`config.mk`:
```
export PLATFORM = sky130hd
export DESIGN_NAME = modem_hs_ctrl
export DESIGN_NICKNAME = d
export VERILOG_FILES = /design/src/rtl/mhs_pkg.sv /design/src/rtl/mhs_sync.sv /design/src/rtl/mhs_delta.sv /design/src/rtl/mhs_regs.sv /design/src/rtl/modem_hs_ctrl.sv
export SDC_FILE = /design/constraint.sdc
export NUM_CORES = 1
export LEC_CHECK = 0
export ABC_AREA = 1
export BUFFER_PORTS_ARGS = -buffer_cell sky130_fd_sc_hd__buf_2
export CORE_MARGIN = 4
export CORE_UTILIZATION = 53
export CTS_CLUSTER_SIZE = 16
export DETAILED_ROUTE_END_ITERATION = 12
export PLACE_DENSITY_LB_ADDON = 0.15
export SYNTH_ARGS = -nofsm -noshare
export SYNTH_HDL_FRONTEND = slang
export SYNTH_SLANG_ARGS = --single-unit
```
`constraint.sdc`:
```
create_clock -name clk -period 2.8 [get_ports clk]
set_clock_uncertainty 0.2 [all_clocks]
set_input_delay 0.42 -clock clk [delete_from_list [all_inputs] [get_ports clk]]
set_output_delay 0.42 -clock clk [all_outputs]
set_load 0.02 [all_outputs]
```
`src/rtl/mhs_pkg.sv`:
```
`timescale 1ns/1ps
package mhs_pkg;
    localparam int unsigned N_HS_IN      = 4;
    localparam int unsigned IDX_SEND_OK  = 0;
    localparam int unsigned IDX_PEER_RDY = 1;
    localparam int unsigned IDX_CARRIER  = 2;
    localparam int unsigned IDX_RING     = 3;

    localparam int unsigned CB_TERM_RDY   = 0;
    localparam int unsigned CB_REQUEST    = 1;
    localparam int unsigned CB_LOOP_RING  = 2;
    localparam int unsigned CB_LOOP_CARR  = 3;
    localparam int unsigned CB_LOOP       = 4;
    localparam int unsigned CB_IRQ_EN     = 5;
    localparam int unsigned CTRL_W        = 6;

    localparam logic [1:0] ADDR_CTRL = 2'd0;
    localparam logic [1:0] ADDR_STAT = 2'd1;

    typedef enum logic {
        MODE_NORMAL = 1'b0,
        MODE_LOOP   = 1'b1
    } mode_e;
endpackage

```
`src/rtl/mhs_sync.sv`:
```
`timescale 1ns/1ps
module mhs_sync #(
    parameter int unsigned WIDTH  = 4,
    parameter int unsigned STAGES = 2
) (
    input  logic             clk,
    input  logic             rst_n,
    input  logic [WIDTH-1:0] d_i,
    output logic [WIDTH-1:0] q_o
);
    logic [WIDTH-1:0] stage_q [STAGES];

    always_ff @(posedge clk or negedge rst_n) begin
        if (!rst_n) begin
            for (int s = 0; s < int'(STAGES); s++) stage_q[s] <= '0;
        end else begin
            stage_q[0] <= d_i;
            for (int s = 1; s < int'(STAGES); s++) stage_q[s] <= stage_q[s-1];
        end
    end

    assign q_o = stage_q[STAGES-1];
endmodule

```
`src/rtl/mhs_delta.sv`:
```
`timescale 1ns/1ps
module mhs_delta #(
    parameter int unsigned WIDTH    = 4,
    parameter int unsigned RING_IDX = 3
) (
    input  logic             clk,
    input  logic             rst_n,
    input  logic [WIDTH-1:0] level_i,
    input  logic             clr_i,
    output logic [WIDTH-1:0] flags_o
);
    logic [WIDTH-1:0] prev_q;
    logic [WIDTH-1:0] flag_q;
    logic [WIDTH-1:0] edge_hit;

    for (genvar i = 0; i < int'(WIDTH); i++) begin : g_bit
        if (i == int'(RING_IDX)) begin : g_trail
            assign edge_hit[i] = prev_q[i] & ~level_i[i];

            a_r4_ring_rise_ignored: assert property (@(posedge clk) disable iff (!rst_n)
                (!prev_q[i] && level_i[i] && !flag_q[i]) |=> !flag_q[i]);
            a_r4_ring_fall_flags: assert property (@(posedge clk) disable iff (!rst_n)
                (prev_q[i] && !level_i[i]) |=> flag_q[i]);
            a_r5_ring_clear: assert property (@(posedge clk) disable iff (!rst_n)
                (clr_i && !(prev_q[i] && !level_i[i])) |=> !flag_q[i]);
        end else begin : g_any
            assign edge_hit[i] = prev_q[i] ^ level_i[i];

            a_r3_change_flags: assert property (@(posedge clk) disable iff (!rst_n)
                (prev_q[i] != level_i[i]) |=> flag_q[i]);
            a_r5_clear: assert property (@(posedge clk) disable iff (!rst_n)
                (clr_i && prev_q[i] == level_i[i]) |=> !flag_q[i]);
        end
    end

    always_ff @(posedge clk or negedge rst_n) begin
        if (!rst_n) begin
            prev_q <= '0;
            flag_q <= '0;
        end else begin
            prev_q <= level_i;
            flag_q <= (flag_q & ~{WIDTH{clr_i}}) | edge_hit;
        end
    end

    assign flags_o = flag_q;
endmodule

```
`src/rtl/mhs_regs.sv`:
```
`timescale 1ns/1ps
module mhs_regs
    import mhs_pkg::*;
(
    input  logic              clk,
    input  logic              rst_n,
    input  logic              wr_en_i,
    input  logic [CTRL_W-1:0] wdata_i,
    output logic [CTRL_W-1:0] ctrl_o,
    output mode_e             mode_o,
    output logic              term_rdy_o,
    output logic              request_o
);
    logic [CTRL_W-1:0] ctrl_q;
    mode_e             state_q;
    mode_e             state_d;

    always_ff @(posedge clk or negedge rst_n) begin
        if (!rst_n) ctrl_q <= '0;
        else if (wr_en_i) ctrl_q <= wdata_i;
    end

    always_comb begin
        state_d = state_q;
        unique case (state_q)
            MODE_NORMAL: if (wr_en_i && wdata_i[CB_LOOP])  state_d = MODE_LOOP;
            MODE_LOOP:   if (wr_en_i && !wdata_i[CB_LOOP]) state_d = MODE_NORMAL;
            default:     state_d = MODE_NORMAL;
        endcase
    end

    always_ff @(posedge clk or negedge rst_n) begin
        if (!rst_n) state_q <= MODE_NORMAL;
        else        state_q <= state_d;
    end

    always_comb begin
        term_rdy_o = 1'b0;
        request_o  = 1'b0;
        unique case (state_q)
            MODE_NORMAL: begin
                term_rdy_o = ctrl_q[CB_TERM_RDY];
                request_o  = ctrl_q[CB_REQUEST];
            end
            MODE_LOOP: begin
                term_rdy_o = 1'b0;
                request_o  = 1'b0;
            end
            default: ;
        endcase
    end

    assign ctrl_o = ctrl_q;
    assign mode_o = state_q;

    a_r7_mode_matches_bit: assert property (@(posedge clk) disable iff (!rst_n)
        (state_q == MODE_LOOP) == ctrl_q[CB_LOOP]);
    a_r2_write_lands: assert property (@(posedge clk) disable iff (!rst_n)
        wr_en_i |=> ctrl_q == $past(wdata_i));
endmodule

```
`src/rtl/modem_hs_ctrl.sv`:
```
`timescale 1ns/1ps
module modem_hs_ctrl
    import mhs_pkg::*;
#(
    parameter int unsigned SYNC_STAGES = 2,
    parameter int unsigned DATA_W      = 8
) (
    input  logic              clk,
    input  logic              rst_n,
    input  logic [1:0]        reg_addr,
    input  logic              reg_wr,
    input  logic              reg_rd,
    input  logic [CTRL_W-1:0] reg_wdata,
    output logic [DATA_W-1:0] reg_rdata,
    input  logic              hs_send_ok_i,
    input  logic              hs_peer_rdy_i,
    input  logic              hs_carrier_i,
    input  logic              hs_ring_i,
    output logic              hs_term_rdy_o,
    output logic              hs_request_o,
    output logic              modem_irq_o
);
    localparam int unsigned STAT_W = 2 * N_HS_IN;

    logic [N_HS_IN-1:0] pin_raw;
    logic [N_HS_IN-1:0] pin_sync;
    logic [N_HS_IN-1:0] loop_lvl;
    logic [N_HS_IN-1:0] level;
    logic [N_HS_IN-1:0] flags;
    logic [CTRL_W-1:0]  ctrl;
    mode_e              mode;
    logic               wr_ctrl;
    logic               rd_stat;

    assign pin_raw[IDX_SEND_OK]  = hs_send_ok_i;
    assign pin_raw[IDX_PEER_RDY] = hs_peer_rdy_i;
    assign pin_raw[IDX_CARRIER]  = hs_carrier_i;
    assign pin_raw[IDX_RING]     = hs_ring_i;

    assign wr_ctrl = reg_wr && (reg_addr == ADDR_CTRL);
    assign rd_stat = reg_rd && (reg_addr == ADDR_STAT);

    mhs_sync #(.WIDTH(N_HS_IN), .STAGES(SYNC_STAGES)) u_sync (
        .clk   (clk),
        .rst_n (rst_n),
        .d_i   (pin_raw),
        .q_o   (pin_sync)
    );

    mhs_regs u_regs (
        .clk        (clk),
        .rst_n      (rst_n),
        .wr_en_i    (wr_ctrl),
        .wdata_i    (reg_wdata),
        .ctrl_o     (ctrl),
        .mode_o     (mode),
        .term_rdy_o (hs_term_rdy_o),
        .request_o  (hs_request_o)
    );

    assign loop_lvl[IDX_SEND_OK]  = ctrl[CB_REQUEST];
    assign loop_lvl[IDX_PEER_RDY] = ctrl[CB_TERM_RDY];
    assign loop_lvl[IDX_CARRIER]  = ctrl[CB_LOOP_CARR];
    assign loop_lvl[IDX_RING]     = ctrl[CB_LOOP_RING];

    assign level = (mode == MODE_LOOP) ? loop_lvl : pin_sync;

    mhs_delta #(.WIDTH(N_HS_IN), .RING_IDX(IDX_RING)) u_delta (
        .clk     (clk),
        .rst_n   (rst_n),
        .level_i (level),
        .clr_i   (rd_stat),
        .flags_o (flags)
    );

    always_comb begin
        unique case (reg_addr)
            ADDR_CTRL: reg_rdata = {{(DATA_W-CTRL_W){1'b0}}, ctrl};
            ADDR_STAT: reg_rdata = {{(DATA_W-STAT_W){1'b0}}, level, flags};
            default:   reg_rdata = '0;
        endcase
    end

    assign modem_irq_o = ctrl[CB_IRQ_EN] & (|flags);

    a_r6_irq_gated: assert property (@(posedge clk) disable iff (!rst_n)
        !ctrl[CB_IRQ_EN] |-> !modem_irq_o);
    a_r6_irq_needs_flag: assert property (@(posedge clk) disable iff (!rst_n)
        modem_irq_o |-> (flags != '0));
    a_r8_loop_outputs_low: assert property (@(posedge clk) disable iff (!rst_n)
        (mode == MODE_LOOP) |-> (!hs_term_rdy_o && !hs_request_o));
    a_r2_outputs_follow: assert property (@(posedge clk) disable iff (!rst_n)
        (mode == MODE_NORMAL) |-> (hs_term_rdy_o == ctrl[CB_TERM_RDY] &&
                                   hs_request_o  == ctrl[CB_REQUEST]));
endmodule

```
==> flow_summary.rst, run 1 <==
.. list-table::
   :header-rows: 1

   * - Metric
     - Value
   * - Bufs and invs on worst path
     - 2
   * - Total clock buffers created by CTS
     - 3
   * - Flip-flop and latch count after synthesis
     - 22
   * - Number of global-route vias before repair
     - 768
   * - Worst endpoint data arrival time
     - approximately 1500 ps
   * - Starting density of the core
     - 0.589
   * - CP most frequent cell
     - nand2_1
   * - Instance area after placement
     - 1090 sq um
   * - DRC viols
     - 0
   * - Peak VDD IR
     - 0.469 mV
   * - Gpl congestion
     - slightly above 0.9
   * - Number of routed nets with antenna violations
     - 0
   * - CP peak stage delay
     - 500 ps
   * - Area fraction in and, or, nand and nor cells after synthesis
     - 0.293
   * - Power density normalized to cell area
     - 658 nW/um^2
   * - Number of instances in the synthesized netlist
     - 112
   * - Hold Crit Class
     - input pin to register
   * - Final worst slack
     - 660 ps
   * - Vias post-DR
     - about 820
   * - Via count normalized by instance count
     - slightly below 5
   * - Final period util
     - 0.764
   * - Post-Syn Area
     - about 940 sq um
   * - Share of the synthesized area in compound gates (AO/OA/AOI/OAI)
     - 0.0453
   * - Clock buffer depth
     - 2
   * - DPL Wire Length
     - 1450 microns
   * - Count of hold-fix buffers inserted at cts
     - 1
   * - Setup violators final
     - 0
   * - Net count reported at finish
     - 163
   * - Post-CTS clock slew at the launch and capture registers of the worst setup and hold paths
     - 120 ps
   * - Worst skew pair latency
     - 300 ps
   * - GRT Residual Overflow
     - 0
   * - Total count of max-transition violations in the final report
     - 0
   * - Largest delay share family, worst path
     - flip-flops
   * - Core Area
     - 1590 sq um
   * - Worst slew margin relative to its limit
     - 0.693
   * - Largest family of logic cells by synthesized area
     - simple AND/OR/NAND/NOR gates
   * - Sequential cell area fraction in the yosys report
     - 0.586
   * - Synth-to-Final Area Change
     - 27.2%
   * - Setup repair after global routing missed its margin
     - false
   * - Diode insertion count for antenna repair
     - 0
   * - Multiplexer area fraction after synthesis
     - 0
   * - Initial antenna violation count
     - 0
   * - Part of the power in combinational logic
     - 0.209
   * - Total net switching power
     - 0.225 mW
   * - Fin Hold WS
     - ~140 ps
   * - Internal cell power
     - 0.561 mW
   * - Pre-CTS setup slack
     - between 900 and 1000 ps
   * - Status
     - complete, no violations
   * - Row count
     - 14
   * - Maximum fanout count along the critical path
     - 11
   * - Iteration-0 DRC Markers
     - 16
   * - Worst Max-Slew Pin Slew
     - about 460 ps
   * - Distinct cell type count of the synthesized netlist
     - 14
   * - DIE WIDTH
     - between 50 and 60 microns
   * - Global Route Usage Sum
     - 0.161
   * - First-pass GRT wire length
     - 3090 microns
   * - # IOs
     - 27
   * - Fill cell instance count of the final layout
     - 126
   * - Final non-filler cell area
     - 1190 sq um
   * - Post-CTS repair timing setup buffer count
     - 0
   * - Pin count of the biggest net entering global routing
     - 23
   * - Critical path start-end classification
     - register to output pin
   * - Commonest cells after routing, fill and taps aside
     - 42 x nand2_1, 26 x buf_2, 22 x dfrtp_1, 17 x nand3_1, 16 x inv_1
   * - Static leakage
     - 0.686 nW
   * - Minimum clock period
     - 2140 ps
   * - Worst Setup End Kind
     - output pin
   * - Highest attainable clock frequency
     - 467 MHz
   * - Avg Synthesized Cell Area
     - 8.39 sq um
   * - Number of clock sinks
     - 22
   * - Final Hold Violating Endpoints
     - 0
   * - Core occupancy in the finished layout
     - 0.750
   * - Sequential group share of total power
     - 0.490
   * - Slowest CP cell
     - dfrtp_1
   * - Detailed-route wire length
     - 1840 microns
   * - CTS tree
     - done
   * - Proportion of layout cells with a drive suffix above 1
     - 0.233
   * - Die area
     - around 2500 sq um
   * - Most common cell after layout, fill and taps aside
     - nand2_1
   * - Setup Total Neg Slack
     - 0 ps
   * - Iteration count of the initial detailed-routing pass
     - 4
   * - Port bufs
     - 26
   * - Relative contribution of the clock network to total power
     - 0.301
   * - Detailed-route wire length per cell
     - 10.8 microns
   * - Chip Height
     - 50.1 microns
   * - Post-cts repair resize count
     - 0
   * - Synthesized Nets
     - roughly 130
   * - XOR/XNOR share of the synthesized area
     - 0
   * - Net Sw Frac
     - 0.286
   * - Crit path required time
     - approximately 2200 ps
   * - Critical path cell sequence
     - inv_1 -> nand2_1 -> nand2_1 -> nand2_1 -> o21ai_1 -> buf_2
   * - Yosys warning total
     - 0
   * - Critical Path Source Type
     - register
   * - Max-cap violations
     - 0
   * - H-Tree Depth
     - 1
   * - Adder and majority cell fraction of the synthesized area
     - 0
   * - Root Driver
     - clkbuf_4
worst paths after layout:
path	from	end	slack [ps]	cells after the start
setup / recovery	u_regs.ctrl_o[4]$_DFFE_PN0P_	reg_rdata[5]	660	6
hold / removal	reg_wdata[0]	u_regs.ctrl_o[0]$_DFFE_PN0P_	140	3
setup reg to reg	u_regs.ctrl_o[4]$_DFFE_PN0P_	u_delta.flags_o[0]$_DFF_PN0_	1500	4
hold reg to reg	u_sync.stage_q[4]$_DFF_PN0_	u_sync.q_o[0]$_DFF_PN0_	160	0
max in group asynchronous	rst_n	u_delta.prev_q[3]$_DFF_PN0_	1700	2
min in group asynchronous	rst_n	u_sync.q_o[1]$_DFF_PN0_	380	2
cells by family (layout without fill, tap and decap cells):
group                  count (synthesis)  after routing
AND/OR/NAND/NOR                       65             65
flip-flops                            22             22
AO/OA/AOI/OAI                          7              7
buffers and inverters                 18             52
registers in the layout (all words and copies together), names as in the netlist:
| name | flops |
|---|---|
| u_delta.flags_o | 4 |
| u_delta.prev_q | 4 |
| u_sync.q_o | 4 |
| u_regs.ctrl_o | 6 |
| u_sync.stage_q | 4 |
cell usage after synthesis, drive strengths merged:
master,instances,area share
a21oi,1,0.0053
a31oi,1,0.0067
buf,1,0.0080
dfrtp,22,0.59
inv,17,0.068
nand2,43,0.17
nand3,17,0.091
nor2,5,0.028
o21ai,3,0.020
o22ai,2,0.013
power groups by stage:
stage | Sequential, mW | Combinational (mW) | Clock [mW]
floorplan | 0.380 | 0.115 | 0
global placement | 0.389 | 0.157 | 0
detailed placement | 0.390 | 0.161 | 0
CTS | 0.385 | 0.163 | 0.242
global route | 0.390 | 0.186 | 0.264
finish | 0.385 | 0.165 | 0.236
worst min-delay path, delay by kind of cell:
kind                   cells  cell delay (ps)
buffers and inverters      1               80
and+or+nand+nor            2              120
area by class of cell:
class	count	area, sq um	share of cell area
tap	24	30.0	0.0251
timing repair buffer	31	180	0.151
multi-input combinational	72	318	0.266
sequential	22	551	0.461
clock buffer	3	22.5	0.0188
clock inverter	1	30.0	0.0251
inverter	17	63.8	0.0534
stage by stage:
step	instances	total power, mW
after floorplan	112	0.495
after global placement	161	0.546
after detailed placement	161	0.551
after CTS	166	0.790
after global routing	170	0.840
final	170	0.786
metal layers:
| metal | up-vias | share of wire | track usage |
|---|---|---|---|
| met4 | 0 | 0.0071 | 0.0323 |
| met3 | 2 | 0.083 | 0.0572 |
| li1 | 415 | - | - |
| met2 | 31 | 0.47 | 0.285 |
| met5 | - | 0 | 0 |
| met1 | 369 | 0.44 | 0.188 |
Power figures use the tool's default switching activity.
==> run 2: changes to the inputs <==
--- a/config.mk
+++ b/config.mk
@@ -5,10 +5,11 @@
 export SDC_FILE = /design/constraint.sdc
 export NUM_CORES = 1
 export LEC_CHECK = 0
-export ABC_AREA = 1
+export ABC_AREA = 0
 export BUFFER_PORTS_ARGS = -buffer_cell sky130_fd_sc_hd__buf_2
+export CORE_ASPECT_RATIO = 0.7
 export CORE_MARGIN = 4
-export CORE_UTILIZATION = 53
+export CORE_UTILIZATION = 48
 export CTS_CLUSTER_SIZE = 16
 export DETAILED_ROUTE_END_ITERATION = 12
 export PLACE_DENSITY_LB_ADDON = 0.15
==> constraint.sdc (replaced) <==
create_clock -name clk -period 2 [get_ports clk]
set_clock_uncertainty 0.2 [all_clocks]
set_input_delay 0.3 -clock clk [delete_from_list [all_inputs] [get_ports clk]]
set_output_delay 0.3 -clock clk [all_outputs]
set_load 0.02 [all_outputs]
==> run 2 against run 1 <==
Effect of this change: clock-buffer cell count is the same; die area up 4.9%; largest power group unchanged; synthesized cell count fell by 38%; worst setup slack got worse by 570 ps; final area grew 0.94%; clock power grew 44%; hold slack got worse by 110 ps; critical path type unchanged; sequential share of layout area fell by 0.33 points.
==> flow_summary.rst, run 2 <==
.. list-table::
   :header-rows: 1

   * - Metric
     - Value
   * - Status
     - complete, no violations
   * - Setup repair after global routing missed its margin
     - true
   * - Top cell type by total area after synthesis
     - dfrtp_1
   * - Commonest cells after routing, fill and taps aside
     - 26 x buf_2, 21 x dfrtp_1, 10 x dlygate4sd3_1, 8 x nor2_1
   * - Gpl congestion
     - 0.730
   * - DPL Wire Length
     - 1220 microns
   * - CTS tree
     - done
   * - Total count of max-transition violations in the final report
     - 0
   * - Net count reported at finish
     - about 120
   * - Vias post-DR
     - 625
   * - Avg Synthesized Cell Area
     - roughly 13 sq um
   * - Worst endpoint data arrival time
     - approximately 1400 ps
   * - Number of clock sinks
     - 22
   * - Top-count cell post-synth
     - dfrtp_1
   * - Max reg flops
     - 6
   * - Hold Crit Class
     - input pin to register
   * - Flip-flop and latch count after synthesis
     - 22
   * - Final Hold Violating Endpoints
     - 0
   * - Async S/R FF share, synth
     - 1.00
   * - Global-route track usage on met1
     - 0.207
   * - Proportion of layout cells with a drive suffix above 1
     - 0.402
   * - Clock buffer depth
     - 2
   * - Area fraction in and, or, nand and nor cells after synthesis
     - 0.109
   * - Final period util
     - 0.956
   * - Met2 Usage GRT
     - 0.207
   * - H-Tree Depth
     - 1
   * - Worst slew margin relative to its limit
     - 0.671
   * - Maximum fanout count along the critical path
     - 7
   * - GRT Residual Overflow
     - 0
   * - Most common cell after layout, fill and taps aside
     - buf_2
   * - Sequential cell area fraction in the yosys report
     - 0.615
   * - Worst skew pair latency
     - 310 ps
   * - Via count normalized by instance count
     - 4.88
   * - Adder and majority cell fraction of the synthesized area
     - 0
   * - Synth-to-Final Area Change
     - 34.6%
   * - Largest cells by area after synthesis
     - dfrtp_1 61%, mux2i_1 8.9%, mux2_2 7.5%, nor2_1 3.4%, xor2_1 2.9%
   * - DRC viols
     - 0
   * - Multiplexer area fraction after synthesis
     - 0.165
   * - Port bufs
     - 26
   * - Largest family of logic cells by synthesized area
     - multiplexers
   * - Core Area
     - around 1700 sq um
   * - Total clock buffers created by CTS
     - 3
   * - Fin Hold WS
     - about 29 ps
   * - Worst Max-Slew Pin Slew
     - 493 ps
   * - Number of synthesized flops with an enable pin
     - 0
   * - Initial antenna violation count
     - 0
   * - Yosys warning total
     - 0
   * - Bufs and invs on worst path
     - 1
   * - Critical path start-end classification
     - register to output pin
   * - Number of global-route vias before repair
     - 584
   * - Global routing's busiest layer
     - met1
   * - Static leakage
     - 0.593 nW
   * - Crit path required time
     - 1500 ps
   * - Row count
     - 12
   * - Share of the synthesized area in compound gates (AO/OA/AOI/OAI)
     - 0.0391
   * - Slowest CP cell
     - dfrtp_2
   * - Critical Path Source Type
     - register
   * - Worst hold start
     - reg_wdata[1]
   * - Iteration count of the initial detailed-routing pass
     - 4
   * - Leading post-synthesis cells by instance count
     - 22 x dfrtp_1, 8 x mux2i_1, 8 x nor2_1, 6 x mux2_2, 6 x nand2_1
   * - Worst reg2reg path startpoint
     - u_regs.ctrl_o[4]$_DFFE_PN0P_
   * - CP peak stage delay
     - 510 ps
   * - Worst setup startpoint
     - u_regs.ctrl_o[4]$_DFFE_PN0P_
   * - Setup violators final
     - 0
   * - Detailed-route wire length per cell
     - ~13 microns
   * - Fill cell instance count of the final layout
     - 120
   * - Largest delay share family, worst path
     - flip-flops
   * - Iteration-0 DRC Markers
     - 18
   * - Minimum clock period
     - between 1500 and 2000 ps
   * - Root Driver
     - clkbuf_4
   * - Power density normalized to cell area
     - a little under 1000 nW/um^2
   * - Number of routed nets with antenna violations
     - 0
   * - Critical path cell sequence
     - mux2i_2 -> a211oi_1 -> buf_2
   * - Pin count of the biggest net entering global routing
     - 23
   * - Top-area cell type share of the netlist area
     - 0.615
   * - Starting density of the core
     - 0.538
   * - Detailed-route wire length
     - 1710 microns
   * - Setup Total Neg Slack
     - 0 ps
   * - Post-Syn Area
     - 896 sq um
   * - Number of instances in the synthesized netlist
     - 69
   * - Diode insertion count for antenna repair
     - 0
   * - Global Route Usage Sum
     - 0.144
   * - First-pass GRT wire length
     - 2770 microns
   * - Synthesized Nets
     - 85
   * - Die area
     - 2630 sq um
   * - Core occupancy in the finished layout
     - 0.724
   * - Highest attainable clock frequency
     - around 520 MHz
   * - Max-cap violations
     - 0
   * - # IOs
     - 27
   * - Distinct cell type count of the synthesized netlist
     - 17
   * - Post-CTS clock slew at the launch and capture registers of the worst setup and hold paths
     - about 120 ps
   * - Peak VDD IR
     - 0.920 mV
   * - Post-layout total power
     - between 1 and 1.5 mW
   * - Met3 capacity usage during global routing
     - 0.0671
   * - Worst Setup End Kind
     - output pin
   * - XOR/XNOR share of the synthesized area
     - 0.0293
   * - Prevailing post-synth register cell
     - dfrtp_1
   * - DIE WIDTH
     - 59.6 microns
   * - Chip Height
     - 44.1 microns
run 2: path summary, 6_finish.rpt:
path | end | slack (ps) | cells after the start
max in group asynchronous | u_regs.ctrl_o[4]$_DFFE_PN0P_ | 970 | 2
min in group asynchronous | u_sync.stage_q[5]$_DFF_PN0_ | 270 | 2
worst min register to register | u_sync.q_o[3]$_DFF_PN0_ | 160 | 0
worst max-delay path | reg_rdata[4] | 90 | 3
worst min-delay path | u_regs.ctrl_o[1]$_DFFE_PN0P_ | 30 | 2
worst max register to register | u_delta.flags_o[1]$_DFF_PN0_ | 630 | 3
run 2: through the flow:
step | area (sq um) | worst slack, ps | cells
4_1_cts | 1130 | 34.2 | 122
3_3_place_gp | 1030 | 331 | 113
2_1_floorplan | 896 | 244 | 69
3_5_place_dp | 1030 | 333 | 113
6_report | 1210 | 87.2 | 128
5_1_grt | 1210 | -19.3 | 128
run 2: cell type report:
| class | count | area (sq um) | area share |
|---|---|---|---|
| sequential | 22 | 552 | 0.457 |
| tap | 21 | 26.3 | 0.0218 |
| clock buffer | 3 | 22.5 | 0.0187 |
| multi-input combinational | 40 | 323 | 0.268 |
| timing repair buffer | 37 | 238 | 0.197 |
| clock inverter | 1 | 30.0 | 0.0249 |
| inverter | 4 | 15.0 | 0.0124 |
run 2: where the power goes:
group	internal, mW	leakage (nW)	switching, mW	total, mW
clock	0.203	0.0279	0.138	0.340
sequential	0.511	0.249	0.0576	0.568
combinational	0.129	0.316	0.129	0.258
total	0.842	0.593	0.324	1.17
run 2: layer usage:
layer  wire length [microns]  part of all wire  vias to the layer above
met4                      10            0.0059                        0
li1                        -                 -                      306
met1                     805              0.47                      294
met2                     723              0.42                       23
met3                     166             0.097                        2
met5                       0                 0                        -
run 2: kinds of logic (layout without fill, tap and decap cells):
logic type             after synthesis  after routing
flip-flops                          22             22
multiplexers                        14             14
AND/OR/NAND/NOR                     19             19
buffers and inverters                7             45
AO/OA/AOI/OAI                        4              4
XOR/XNOR                             3              3
run 2: repair_timing:
| item | in CTS | in global routing |
|---|---|---|
| endpoints found under the setup margin | 2 | 3 |
| buffers inserted | 0 | 1 |
| gates cloned | 0 | 0 |
| pin swaps | 0 | 2 |
| endpoints found under the hold margin | 26 | 5 |
| hold buffers | 5 | 5 |
| resized for setup | 1 | 4 |
